File: src/rtl/simd_alu_pkg.sv
package simd_alu_pkg;

   typedef enum logic [1:0] {
      OP_ADD = 2'd0,
      OP_SUB = 2'd1,
      OP_ADC = 2'd2,
      OP_SBB = 2'd3
   } alu_op_e;

   typedef enum logic [1:0] {
      DM_DUAL  = 2'd0,
      DM_TWO   = 2'd1,
      DM_SUM   = 2'd2,
      DM_CARRY = 2'd3
   } dlv_mode_e;

   // bit 0 of the opcode selects subtraction
   function automatic logic op_is_sub(alu_op_e op);
      return op[0];
   endfunction

   // bit 1 of the opcode selects use of the carry-in operand
   function automatic logic op_uses_cin(alu_op_e op);
      return op[1];
   endfunction

endpackage

File: src/rtl/simd_slice_add.sv
module simd_slice_add #(
   parameter int SLICE_W = 8
) (
   input  logic [SLICE_W-1:0] a_i,
   input  logic [SLICE_W-1:0] b_i,
   input  logic               c_i,
   input  logic               sub_i,
   output logic [SLICE_W-1:0] s_o,
   output logic               c_o
);

   logic [SLICE_W-1:0] b_eff;
   logic [SLICE_W:0]   total;

   assign b_eff = sub_i ? ~b_i : b_i;
   assign total = {1'b0, a_i} + {1'b0, b_eff} + {{SLICE_W{1'b0}}, c_i};
   assign s_o   = total[SLICE_W-1:0];
   assign c_o   = total[SLICE_W];

endmodule

File: src/rtl/simd_lane_chain.sv
module simd_lane_chain #(
   parameter int DATA_W  = 64,
   parameter int SLICE_W = 8
) (
   input  logic [DATA_W-1:0] a_i,
   input  logic [DATA_W-1:0] b_i,
   input  logic [DATA_W-1:0] cin_i,
   input  logic              sub_i,
   input  logic              use_cin_i,
   input  logic [1:0]        lane_sel_i,
   output logic [DATA_W-1:0] sum_o,
   output logic [DATA_W-1:0] cword_o
);

   localparam int NS   = DATA_W / SLICE_W;
   localparam int IDXW = $clog2(NS);

   logic [IDXW-1:0] span_m;
   logic [NS-1:0]   lane_start;
   logic [NS-1:0]   slice_ci;
   logic [NS-1:0]   slice_co;

   // slices per lane minus one, clamped to the word
   always_comb begin
      if (32'(lane_sel_i) >= IDXW) span_m = '1;
      else                         span_m = IDXW'((1 << lane_sel_i) - 1);
   end

   for (genvar s = 0; s < NS; s++) begin : g_slice
      localparam logic [IDXW-1:0] SIDX = IDXW'(s);
      logic            lane_c0;
      logic [IDXW-1:0] end_idx;
      logic            flag;

      always_comb begin
         lane_start[s] = ((SIDX & span_m) == '0);
         end_idx       = SIDX | span_m;
         lane_c0       = use_cin_i ? (cin_i[s*SLICE_W] ^ sub_i) : sub_i;
         flag          = slice_co[end_idx] ^ sub_i;
      end

      if (s == 0) begin : g_first
         assign slice_ci[s] = lane_c0;
      end else begin : g_link
         assign slice_ci[s] = lane_start[s] ? lane_c0 : slice_co[s-1];
      end

      simd_slice_add #(.SLICE_W(SLICE_W)) u_add (
         .a_i   (a_i[s*SLICE_W +: SLICE_W]),
         .b_i   (b_i[s*SLICE_W +: SLICE_W]),
         .c_i   (slice_ci[s]),
         .sub_i (sub_i),
         .s_o   (sum_o[s*SLICE_W +: SLICE_W]),
         .c_o   (slice_co[s])
      );

      assign cword_o[s*SLICE_W +: SLICE_W] =
         {{(SLICE_W-1){1'b0}}, lane_start[s] & flag};
   end

endmodule

File: src/rtl/simd_result_seq.sv
module simd_result_seq
   import simd_alu_pkg::*;
#(
   parameter int DATA_W = 64
) (
   input  logic              clk,
   input  logic              rst_n,
   input  logic              issue_i,
   input  dlv_mode_e         mode_i,
   input  logic [DATA_W-1:0] sum_i,
   input  logic [DATA_W-1:0] cword_i,
   output logic              busy_o,
   output logic [DATA_W-1:0] res_o,
   output logic              res_we_o,
   output logic [DATA_W-1:0] car_o,
   output logic              car_we_o
);

   logic              pend_q;
   logic [DATA_W-1:0] pend_val_q;
   logic              accept;

   assign accept = issue_i & ~pend_q;
   assign busy_o = pend_q;

   always_ff @(posedge clk) begin
      if (!rst_n) begin
         pend_q     <= 1'b0;
         pend_val_q <= '0;
         res_o      <= '0;
         res_we_o   <= 1'b0;
         car_o      <= '0;
         car_we_o   <= 1'b0;
      end else begin
         res_we_o <= 1'b0;
         car_we_o <= 1'b0;
         if (pend_q) begin
            res_o    <= pend_val_q;
            res_we_o <= 1'b1;
            pend_q   <= 1'b0;
         end else if (accept) begin
            unique case (mode_i)
               DM_DUAL: begin
                  res_o    <= sum_i;
                  res_we_o <= 1'b1;
                  car_o    <= cword_i;
                  car_we_o <= 1'b1;
               end
               DM_TWO: begin
                  res_o      <= sum_i;
                  res_we_o   <= 1'b1;
                  pend_q     <= 1'b1;
                  pend_val_q <= cword_i;
               end
               DM_SUM: begin
                  res_o    <= sum_i;
                  res_we_o <= 1'b1;
               end
               DM_CARRY: begin
                  res_o    <= cword_i;
                  res_we_o <= 1'b1;
               end
               default: ;
            endcase
         end
      end
   end

endmodule

File: src/rtl/simd_carry_alu.sv
module simd_carry_alu
   import simd_alu_pkg::*;
#(
   parameter int DATA_W   = 64,
   parameter int MIN_LANE = 8
) (
   input  logic              clk,
   input  logic              rst_n,
   input  logic              issue_i,
   input  logic [1:0]        op_i,
   input  logic [1:0]        lane_sel_i,
   input  logic [1:0]        mode_i,
   input  logic [DATA_W-1:0] src_a_i,
   input  logic [DATA_W-1:0] src_b_i,
   input  logic [DATA_W-1:0] cin_i,
   output logic              busy_o,
   output logic [DATA_W-1:0] res_o,
   output logic              res_we_o,
   output logic [DATA_W-1:0] car_o,
   output logic              car_we_o
);

   localparam int NUM_SLICE = DATA_W / MIN_LANE;

   if (MIN_LANE < 1 || (DATA_W % MIN_LANE) != 0) begin : g_bad_div
      $error("DATA_W must be a multiple of MIN_LANE");
   end
   if (NUM_SLICE < 2 || (NUM_SLICE & (NUM_SLICE - 1)) != 0) begin : g_bad_pow
      $error("DATA_W / MIN_LANE must be a power of two of at least 2");
   end

   alu_op_e           op;
   dlv_mode_e         mode;
   logic [DATA_W-1:0] sum_w;
   logic [DATA_W-1:0] cword_w;

   assign op   = alu_op_e'(op_i);
   assign mode = dlv_mode_e'(mode_i);

   simd_lane_chain #(.DATA_W(DATA_W), .SLICE_W(MIN_LANE)) u_chain (
      .a_i        (src_a_i),
      .b_i        (src_b_i),
      .cin_i      (cin_i),
      .sub_i      (op_is_sub(op)),
      .use_cin_i  (op_uses_cin(op)),
      .lane_sel_i (lane_sel_i),
      .sum_o      (sum_w),
      .cword_o    (cword_w)
   );

   simd_result_seq #(.DATA_W(DATA_W)) u_seq (
      .clk      (clk),
      .rst_n    (rst_n),
      .issue_i  (issue_i),
      .mode_i   (mode),
      .sum_i    (sum_w),
      .cword_i  (cword_w),
      .busy_o   (busy_o),
      .res_o    (res_o),
      .res_we_o (res_we_o),
      .car_o    (car_o),
      .car_we_o (car_we_o)
   );

endmodule

File: config.mk
export PLATFORM = sky130hd
export DESIGN_NAME = simd_carry_alu
export DESIGN_NICKNAME = d
export VERILOG_FILES = /design/src/rtl/simd_alu_pkg.sv /design/src/rtl/simd_slice_add.sv /design/src/rtl/simd_lane_chain.sv /design/src/rtl/simd_result_seq.sv /design/src/rtl/simd_carry_alu.sv
export SDC_FILE = /design/constraint.sdc
export NUM_CORES = 1
export LEC_CHECK = 0
export BUFFER_PORTS_ARGS = -buffer_cell sky130_fd_sc_hd__clkbuf_2
export CAP_MARGIN = 20
export CORE_UTILIZATION = 42
export CTS_BUF_LIST = sky130_fd_sc_hd__clkbuf_8
export DETAILED_ROUTE_END_ITERATION = 8
export GPL_TIMING_DRIVEN = 1
export PLACE_DENSITY = 0.72
export SLEW_MARGIN = 15
export SYNTH_ARGS = -nofsm -noshare
export SYNTH_HDL_FRONTEND = slang
export SYNTH_SLANG_ARGS = --single-unit
File: constraint.sdc
create_clock -name clk -period 41.9 [get_ports clk]
set_input_delay 2.095 -clock clk [delete_from_list [all_inputs] [get_ports clk]]
set_output_delay 2.095 -clock clk [all_outputs]
set_load 0.02 [all_outputs]
# Word-level counts from Yosys, hierarchy flattened
# Cells that the tools add are included.
# totals
ff_bits	83
input_bits	201
output_inout_bits	131
wordCells	130
# classes
add_sub_neg	17
magnitude_cmp	8
n_eq_ne	3
shift	1
mux	46
bitwise_logic	35
n_reduce_logical	14
# op_table
cell	count
64-bit two-way mux	2
64-bit one-hot mux with 2 select lines	1
8-bit by 8-bit adder with 9-bit output	8
9-bit by 1-bit adder with 9-bit output	8
8-bit two-way mux	8
8-bit inverter	8
1-bit two-way mux	30
3-bit by 4-bit < comparator with 1-bit output, second input constant	7
3-bit zero test	7
1-bit XOR	16
1-bit AND	8
1-bit binary-select mux with 2-bit select	3
3-bit AND reduction	2
3-bit OR reduction	2
2-bit equality test, second input constant	2
4-bit OR reduction	1
1-bit binary-select mux with 3-bit select	1
3-bit two-way mux	1
1-bit inverter	3
1-bit by 2-bit << shifter with 3-bit output, first input constant	1
3-bit by 2-bit subtractor with 3-bit output, second input constant	1
2-bit by 1-bit equality test with 1-bit output, second input constant	1
2-bit greater-or-equal comparator, second input constant	1
2-bit zero test	1
2-bit nonzero test	1

# Depth between registers and ports, before layout
# Gate-level depths: netlist of run 1.
# depth
ltp_word	25
ltp_mapped	72
depth_no_buf	70

# Modules after synthesis
# From an unflattened synthesis of run 1, not the netlist that was laid out.
# hier_totals
hier_cells	1560
hier_area_um2	12197.9
# modules_own_cells
module	instances	cells_each	area_each_um2	seq_area_each_um2
simd_result_seq	1	1020	8091.5	3903.7
simd_slice_add at u_chain.g_slice[3].u_add ...	5	53	406.6	0.0
simd_slice_add at u_chain.g_slice[0].u_add ...	3	53	417.9	0.0
simd_lane_chain	1	116	819.5	0.0

# Worst setup path after synthesis of run 1
# Ideal clock, no wire load.
# synth_timing
path_kind	input to register
from	input port op_i[0]
to	register u_seq.car_o[48]
setup_time_ns	0.115
arrival_ns	14.578
required_time_ns	41.785
path_slack_ns	27.207
stages	72
n_path_buf	3
cell_sequence	buf_2 clkbuf_1 buf_2 xor2_1 fa_1 inv_1 fa_1 a21o_1 a21oi_2 nor2b_1 a221oi_1 nand2_1 o21ai_0 fa_1 inv_1 fa_1 nand2_1 a21oi_1 [... 36 more ...] o21ai_0 fa_1 inv_1 fa_1 a21o_1 a21o_1 a32oi_1 a22o_1 fa_1 inv_1 fa_1 nand2_1 a21oi_2 a211oi_2 a22oi_1 xnor2_1 o31ai_1 and2_1
# synth_between
elab_chain_cells	21
word_cells_on_any_way	51
cone_classes	add/sub (16); mux (25); bitwise (10)
# synth_lines
item	line_no	source
start, declared	simd_carry_alu.sv:10	input logic [1:0] op_i,
8-bit two-way mux or 1-bit XOR (tied branches)	simd_slice_add.sv:15, simd_lane_chain.sv:38	
8-bit by 8-bit adder with 9-bit output or 1-bit two-way mux (tied branches)	simd_slice_add.sv:16, simd_lane_chain.sv:38	
9-bit by 1-bit adder with 9-bit output	simd_slice_add.sv:16	assign total = {1'b0, a_i} + {1'b0, b_eff} + {{SLICE_W{1'b0}}, c_i};
1-bit two-way mux	simd_lane_chain.sv:45	assign slice_ci[s] = lane_start[s] ? lane_c0 : slice_co[s-1];
9-bit by 1-bit adder with 9-bit output	simd_slice_add.sv:16	
1-bit two-way mux	simd_lane_chain.sv:45	
9-bit by 1-bit adder with 9-bit output	simd_slice_add.sv:16	
1-bit two-way mux	simd_lane_chain.sv:45	
[... 4 more ...]	-	
9-bit by 1-bit adder with 9-bit output	simd_slice_add.sv:16	
1-bit two-way mux	simd_lane_chain.sv:45	
9-bit by 1-bit adder with 9-bit output	simd_slice_add.sv:16	
1-bit two-way mux	simd_lane_chain.sv:45	
9-bit by 1-bit adder with 9-bit output	simd_slice_add.sv:16	
1-bit two-way mux (not written as such) (2 in a row)	simd_lane_chain.sv:39	flag = slice_co[end_idx] ^ sub_i;
1-bit XOR (*)	simd_lane_chain.sv:39	
1-bit AND (*)	simd_lane_chain.sv:58	{{(SLICE_W-1){1'b0}}, lane_start[s] & flag};
end signal, assigned	simd_result_seq.sv:46	car_o <= cword_i;
end, declared	simd_result_seq.sv:15	output logic [DATA_W-1:0] car_o,
# Every way passes the cells marked *; elsewhere a longest branch is shown, timed or not. The select of a mux whose other input is x is not followed.
# A chain may end at the register's enable or synchronous reset.

# Final worst setup path of run 1
# layout_timing
from	input port op_i[0]
to	register u_seq.pend_val_q[48]
# layout_between
elab_chain_cells	21
word_cells_on_any_way	51
cone_classes	add/sub (16); mux (25); bitwise (10)
# layout_lines
item	line_no	source
8-bit two-way mux or 1-bit XOR (tied branches)	simd_slice_add.sv:15, simd_lane_chain.sv:38	
8-bit by 8-bit adder with 9-bit output or 1-bit two-way mux (tied branches)	simd_slice_add.sv:16, simd_lane_chain.sv:38	
9-bit by 1-bit adder with 9-bit output	simd_slice_add.sv:16	
1-bit two-way mux	simd_lane_chain.sv:45	
9-bit by 1-bit adder with 9-bit output	simd_slice_add.sv:16	
1-bit two-way mux	simd_lane_chain.sv:45	
9-bit by 1-bit adder with 9-bit output	simd_slice_add.sv:16	
1-bit two-way mux	simd_lane_chain.sv:45	
[... 4 more ...]	-	
9-bit by 1-bit adder with 9-bit output	simd_slice_add.sv:16	
1-bit two-way mux	simd_lane_chain.sv:45	
9-bit by 1-bit adder with 9-bit output	simd_slice_add.sv:16	
1-bit two-way mux	simd_lane_chain.sv:45	
9-bit by 1-bit adder with 9-bit output	simd_slice_add.sv:16	
1-bit two-way mux (not written as such) (2 in a row)	simd_lane_chain.sv:39	
1-bit XOR (*)	simd_lane_chain.sv:39	
1-bit AND (*)	simd_lane_chain.sv:58	
end signal, assigned	simd_result_seq.sv:53	pend_val_q <= cword_i;
end, declared	simd_result_seq.sv:20	logic [DATA_W-1:0] pend_val_q;
# Marks and branches as above.

==> metrics, run 1 <==
cell count after synthesis 817; asr flop ratio synth 0%; Vias per Instance 5.06; fin crit share 40.6%; Sink Count 83; commonest non-fill, non-tap cell in the layout clkbuf_2; #FFs+latches synth 83; IO Count 332; Crit Reg-Reg Startpoint u_seq.busy_o; CP max stage delay 530 ps; Post-Place Cells 1219; kind of critical path input pin to flop; core box area 0.0159 sq mm; Cell variety after synth 52; hold buffer count at cts 0; area taken by flip-flops and latches 0.00166 sq mm; HP Start u_seq.res_o[38]; top cells by area, synth dfxtp_1 24%, ha_1 10%, xor2_1 9.1%; endpoints failing setup 0; worst vdd ir 0.0173 mV; Max Root-Sink Buffers 2; most frequent cells in the layout 218 x clkbuf_2, 83 x dfxtp_1, 75 x nand2_1; port buffer count 219; worst skew pair latency 380 ps; worst endpoint required time 42170 ps; Tot GR Track Use 22.2%; H-tree depth 3; CTS tree yes; Sum Neg Setup Slack 0 ps; first-pass GRT wire length 28400 um; hold endpoint u_seq.res_o[38]; worst hold path class flop to flop; fin crit period 17030 ps; Routed WL 18500 um; layout cells sized above 1 25.0%; Post-Layout Cell Count 1235; Root Driver clkbuf_8; wire per inst 15.0 um; First DRT Iteration DRCs 348; syn_area_per_cell 8.35 sq um; nets 1287; ANT cells 0; Setup crit end kind flop; RR Endpoint u_seq.res_o[32]; filler cell count 1552; number of global-route vias before repair 5674; max-slew violations 0; Worst Tran Pin Value 1070 ps; area grow syn2layout 18.4%; gp weighted congestion 0.837; Congestion Overflow GR 0; leak pwr 3.86 nW; PostCTS Resize Cnt 0; Synth area leader dfxtp_1; Max Cap Violations 0; worst hold path depth 2; R2R cell count 6; largest net degree at the start of global routing 68; outcome complete, no violations; Pre-antenna DRT Iters 5; Setup Fix Bufs, Post-CTS 0; Post-route DRC 0; skew final 6.81 ps; Initial Utilization 42.9%; Critical Path AT 17290 ps; Num CTS Buffers 9; worst-path maximum fanout 42; Hold WS 452 ps; part of the Yosys area used for sequential elements 24.4%; startpoint types input pin; total power 0.265 mW; total number of vias 6246; combined area of the multi-input logic cells 0.00467 sq mm; max_slew headroom 28.4%; Clk pin slew, worst setup/hold paths 90 ps; die height 129 um; Post-synth EDFFs 0; Routed Antenna Nets 0; Detail Placement HPWL 14100 um; share of the synthesized area in the top cell type 24.4%; RSZ-0062 raised after global routing no; slowest CP cell buf_4; Yosys Warn Count 0; worst reg2reg setup slack 39410 ps; Top FF cell, synth dfxtp_1; pwr/cell area 32.8 mW/mm^2; Post-Syn Area 0.00682 sq mm; f_max 58.7 MHz; Die Wd 129 um; initial antenna violation count 0; Rows 46; Final Hold Vio Count 0; Die ar. 0.0168 sq mm; most numerous cell on the critical path fa_1
## synthesized netlist by cell type, types with 9 or more instances
library cell,instances
a22oi_1,27
or3_1,12
clkbuf_1,27
fa_1,16
a21o_1,9
a21oi_1,23
and2_1,9
buf_4,56
nand2b_1,15
inv_1,37
dfxtp_1,83
nor2_1,41
a211oi_1,11
nand2_1,75
a21boi_0,11
xor2_1,71
nor2b_1,45
xnor2_1,36
buf_2,9
o21ai_0,54
ha_1,56
## cells by family (layout without fill, tap and decap cells)
family	count (synthesis)	after routing	share of synthesized area (%)
buf+inv	130	277	10.4
xor+xnor	108	108	14.0
mux	3	3	0.624
flops	83	83	24.4
fa+ha+maj	72	72	15.0
simple gates	221	221	15.8
compound gates	199	199	19.8
other cells	1	56	0.0550
## state kept, by name, indices dropped and copies added (netlist names)
name and count:
u_seq.res_we_o 1, u_seq.pend_val_q 8, u_seq.car_we_o 1, u_seq.res_o 64, u_seq.car_o 8, u_seq.busy_o 1
## through the flow
step	setup slack (ps)	util (%)	cell area (sq um)
3_5_place_dp	24360	49.6	7870
5_1_grt	23460	50.8	8080
2_1_floorplan	27210	-	7030
3_3_place_gp	24560	49.6	7870
6_report	24870	50.8	8080
4_1_cts	24710	50.8	8080
## final cells by class
class	instances	area share, %
clock inverters	6	0.790
flip-flops and latches	83	20.6
clock buffers	10	1.70
multi-input cells	659	57.8
repair buffers	224	14.1
inverters	37	1.72
well taps	216	3.35
## layer usage
layer | vias up | wire (um) | global-route usage [%]
met3 | 26 | 1080 | 4.29
li1 | 3089 | - | -
met2 | 217 | 8690 | 37.0
met1 | 2914 | 8340 | 28.1
met5 | - | 0 | 0
met4 | 0 | 392 | 9.03
## how the worst max path moves through the flow
stage,startpoint,to,cells after the start
global placement,op_i[0],u_seq.pend_val_q[48],70
detailed placement,op_i[0],u_seq.car_o[48],70
global route,op_i[0],u_seq.pend_val_q[48],70
CTS,op_i[0],u_seq.car_o[48],70
finish,op_i[0],u_seq.pend_val_q[48],70
floorplan,op_i[0],u_seq.car_o[48],72
## power breakdown
part	total, mW	switching, mW	internal (mW)
Sequential	0.0901	0.00398	0.0861
Combinational	0.113	0.0670	0.0459
Clock	0.0617	0.0325	0.0292
Total	0.265	0.104	0.161
## worst max-delay path: cells and delay by family
family	cells	cell delay, ps
adder cells (fa/ha/maj)	16	5470
buffers and inverters	9	1100
XOR/XNOR	2	530
multiplexers	1	260
AO/OA/AOI/OAI	31	6580
AND/OR/NAND/NOR	11	1220
(Power assumes the default switching activity.)
==> run 2, diff against run 1 <==
PLACE_DENSITY = 0.75   (was 0.72)
clock period = 15.6 ns   (was 41.9 ns; I/O delays follow)
==> run 2 against run 1 <==
Total power grew to 2.7 times the previous value. Setup slack lost 24000 ps. Clock skew grew 6.4 ps. Worst hold slack gained 4.8 ps. Non-clock buffer count grew 10. Largest cell class unchanged.
==> metrics, run 2 (same netlist as run 1, synthesis figures left out) <==
worst skew pair latency 370 ps (about the same); Crit Reg-Reg Startpoint u_seq.busy_o; initial antenna violation count 0 (unchanged); leak pwr 3.93 nW (+1.7%); internal power 0.433 mW (+170%); Tot GR Track Use 22.5% (+0.34 points); Largest regs u_seq.res_o (64), u_seq.car_o (8), u_seq.pend_val_q (8); first-pass GRT wire length 29000 um (+2.1%); hold endpoint u_seq.car_o[8]; RR Endpoint u_seq.res_o[32]; wire per inst 15.1 um (+0.89%); switch share 38.7% (-0.39 points); max FFs per register 64 (unchanged); most frequent cells in the layout 218 x clkbuf_2, 83 x dfxtp_1, 75 x nand2_1; area grow syn2layout 20.3%; outcome complete, no violations; number of global-route vias before repair 5851 (+3.1%); Sink Count 83 (unchanged); Num CTS Buffers 9 (unchanged); HP Start u_seq.car_o[8]; fin crit share 94.0%; port buffer count 219 (unchanged); Comb power frac 44.6% (+1.9 points); worst hold path class flop to flop; pwr/cell area 86.2 mW/mm^2 (+160%); worst reg2reg setup slack 13040 ps (-26370 ps); worst endpoint required time 15900 ps (-26270 ps); skew final 13.2 ps (+6.44 ps); CP max stage delay 430 ps (-100 ps); Initial Utilization 42.9% (unchanged); Post-Layout Cell Count 1244 (+0.73%); Die Wd 129 um (unchanged); Post-Place Cells 1223 (+0.33%); Pre-antenna DRT Iters 5 (unchanged); gp weighted congestion 0.860 (+2.7%); worst-path maximum fanout 4 (-90%); fin crit period 14660 ps; dpl ws -85.4 ps (-24450 ps); Psw 0.274 mW (+160%); total power 0.707 mW (+170%); worst vdd ir 0.0515 mV (+200%); max-slew violations 0 (unchanged); most numerous cell on the critical path fa_1; Critical Path AT 14960 ps (-2330 ps); Routed Antenna Nets 0 (unchanged); slowest CP cell fa_1; Vias per Instance 4.98 (-1.5%); Max Cap Violations 0 (unchanged); Setup crit end kind flop; core box area 0.0159 sq mm (unchanged); Post-route DRC 0 (unchanged); Hold WS 457 ps (+4.81 ps); total number of vias 6200 (-0.74%); Seq pwr share 34.3% (+0.3 points); endpoints failing setup 0 (unchanged); Routed WL 18800 um (+1.6%); R2R cell count 6 (unchanged); hold buffer count at cts 0 (unchanged); Biggest register u_seq.res_o; Worst Tran Pin Value 1140 ps (+62.6 ps); Detail Placement HPWL 14300 um (+1.8%); setup ws final 942 ps (-23930 ps); ANT cells 0 (unchanged); H-tree depth 3 (unchanged); Die ar. 0.0168 sq mm (unchanged); nets 1297 (+0.78%); CTS tree yes; Final Hold Vio Count 0 (unchanged); Max Root-Sink Buffers 2 (unchanged); startpoint types input pin; Clk pin slew, worst setup/hold paths 80 ps (about the same); First DRT Iteration DRCs 326 (-6.3%); f_max 68.2 MHz; Root Driver clkbuf_8; max_slew headroom 24.2% (-4.2 points); Clk network pwr share 21.1% (-2.2 points); worst hold path depth 2 (unchanged); Congestion Overflow GR 0 (unchanged); final instance area 0.00820 sq mm (+1.6%); kind of critical path input pin to flop; largest net degree at the start of global routing 68 (unchanged); commonest non-fill, non-tap cell in the layout clkbuf_2; Rows 46 (unchanged); Post-DP Area 0.00790 sq mm (+0.38%); die height 129 um (unchanged); Sum Neg Setup Slack 0 ps (unchanged); layout cells sized above 1 26.7% (+1.6 points); final core occ 51.6% (+0.80 points); IO Count 332 (unchanged)
## run 2: changes by cell type in the layout (fill, tap and decap cells not counted), sizes merged
cell and delta:
clkbuf -1, clkinvlp -2, buf +10, inv +2
## run 2: worst max-delay path by stage
stage / from / endpoint / cells after the start
2_1_floorplan: op_i[0] / u_seq.car_o[48] / 72
3_3_place_gp: op_i[1] / u_seq.car_o[48] / 72
3_5_place_dp: op_i[1] / u_seq.pend_val_q[48] / 72
4_1_cts: op_i[1] / u_seq.pend_val_q[48] / 72
5_1_grt: op_i[1] / u_seq.pend_val_q[48] / 72
6_report: op_i[1] / u_seq.pend_val_q[48] / 72
## run 2: cell type report
| class | instances | area, sq um |
|---|---|---|
| clock buffers | 9 | 124 |
| clock inverters | 6 | 51.3 |
| fillers | 1561 | 7680 |
| inverters | 37 | 139 |
| multi-input cells | 659 | 4740 |
| flip-flops and latches | 83 | 1660 |
| well taps | 216 | 270 |
| repair buffers | 234 | 1220 |
## run 2: timing repair
item                       in CTS  in global routing
setup endpoints to repair       0                 16
setup buffers                   0                  5
resized for setup               0                 15
## run 2: worst max-delay path, delay by kind of cell
kind                       cells  cell delay [ps]
AOI/OAI and AO/OA             31             6070
adders and majority gates     16             5480
and+or+nand+nor               12             1220
buffers and inverters         10              800
xor gates and xnor gates       2              350
muxes                          1              200
## run 2: power by group through the flow
stage / Clock (mW) / Combinational, mW / Sequential, mW
floorplan: 0 / 0.201 / 0.268
global placement: 0 / 0.298 / 0.247
detailed placement: 0 / 0.303 / 0.247
CTS: 0.152 / 0.306 / 0.242
global route: 0.161 / 0.350 / 0.244
finish: 0.149 / 0.315 / 0.242
## run 2: per-layer routing
metal | share of wire, % | track usage, % | vias to the layer above
met5 | 0 | 0 | -
met4 | 2.4 | 8.55 | 0
met3 | 5.7 | 4.50 | 33
met2 | 48 | 38.4 | 209
met1 | 44 | 27.9 | 2864
li1 | - | - | 3094
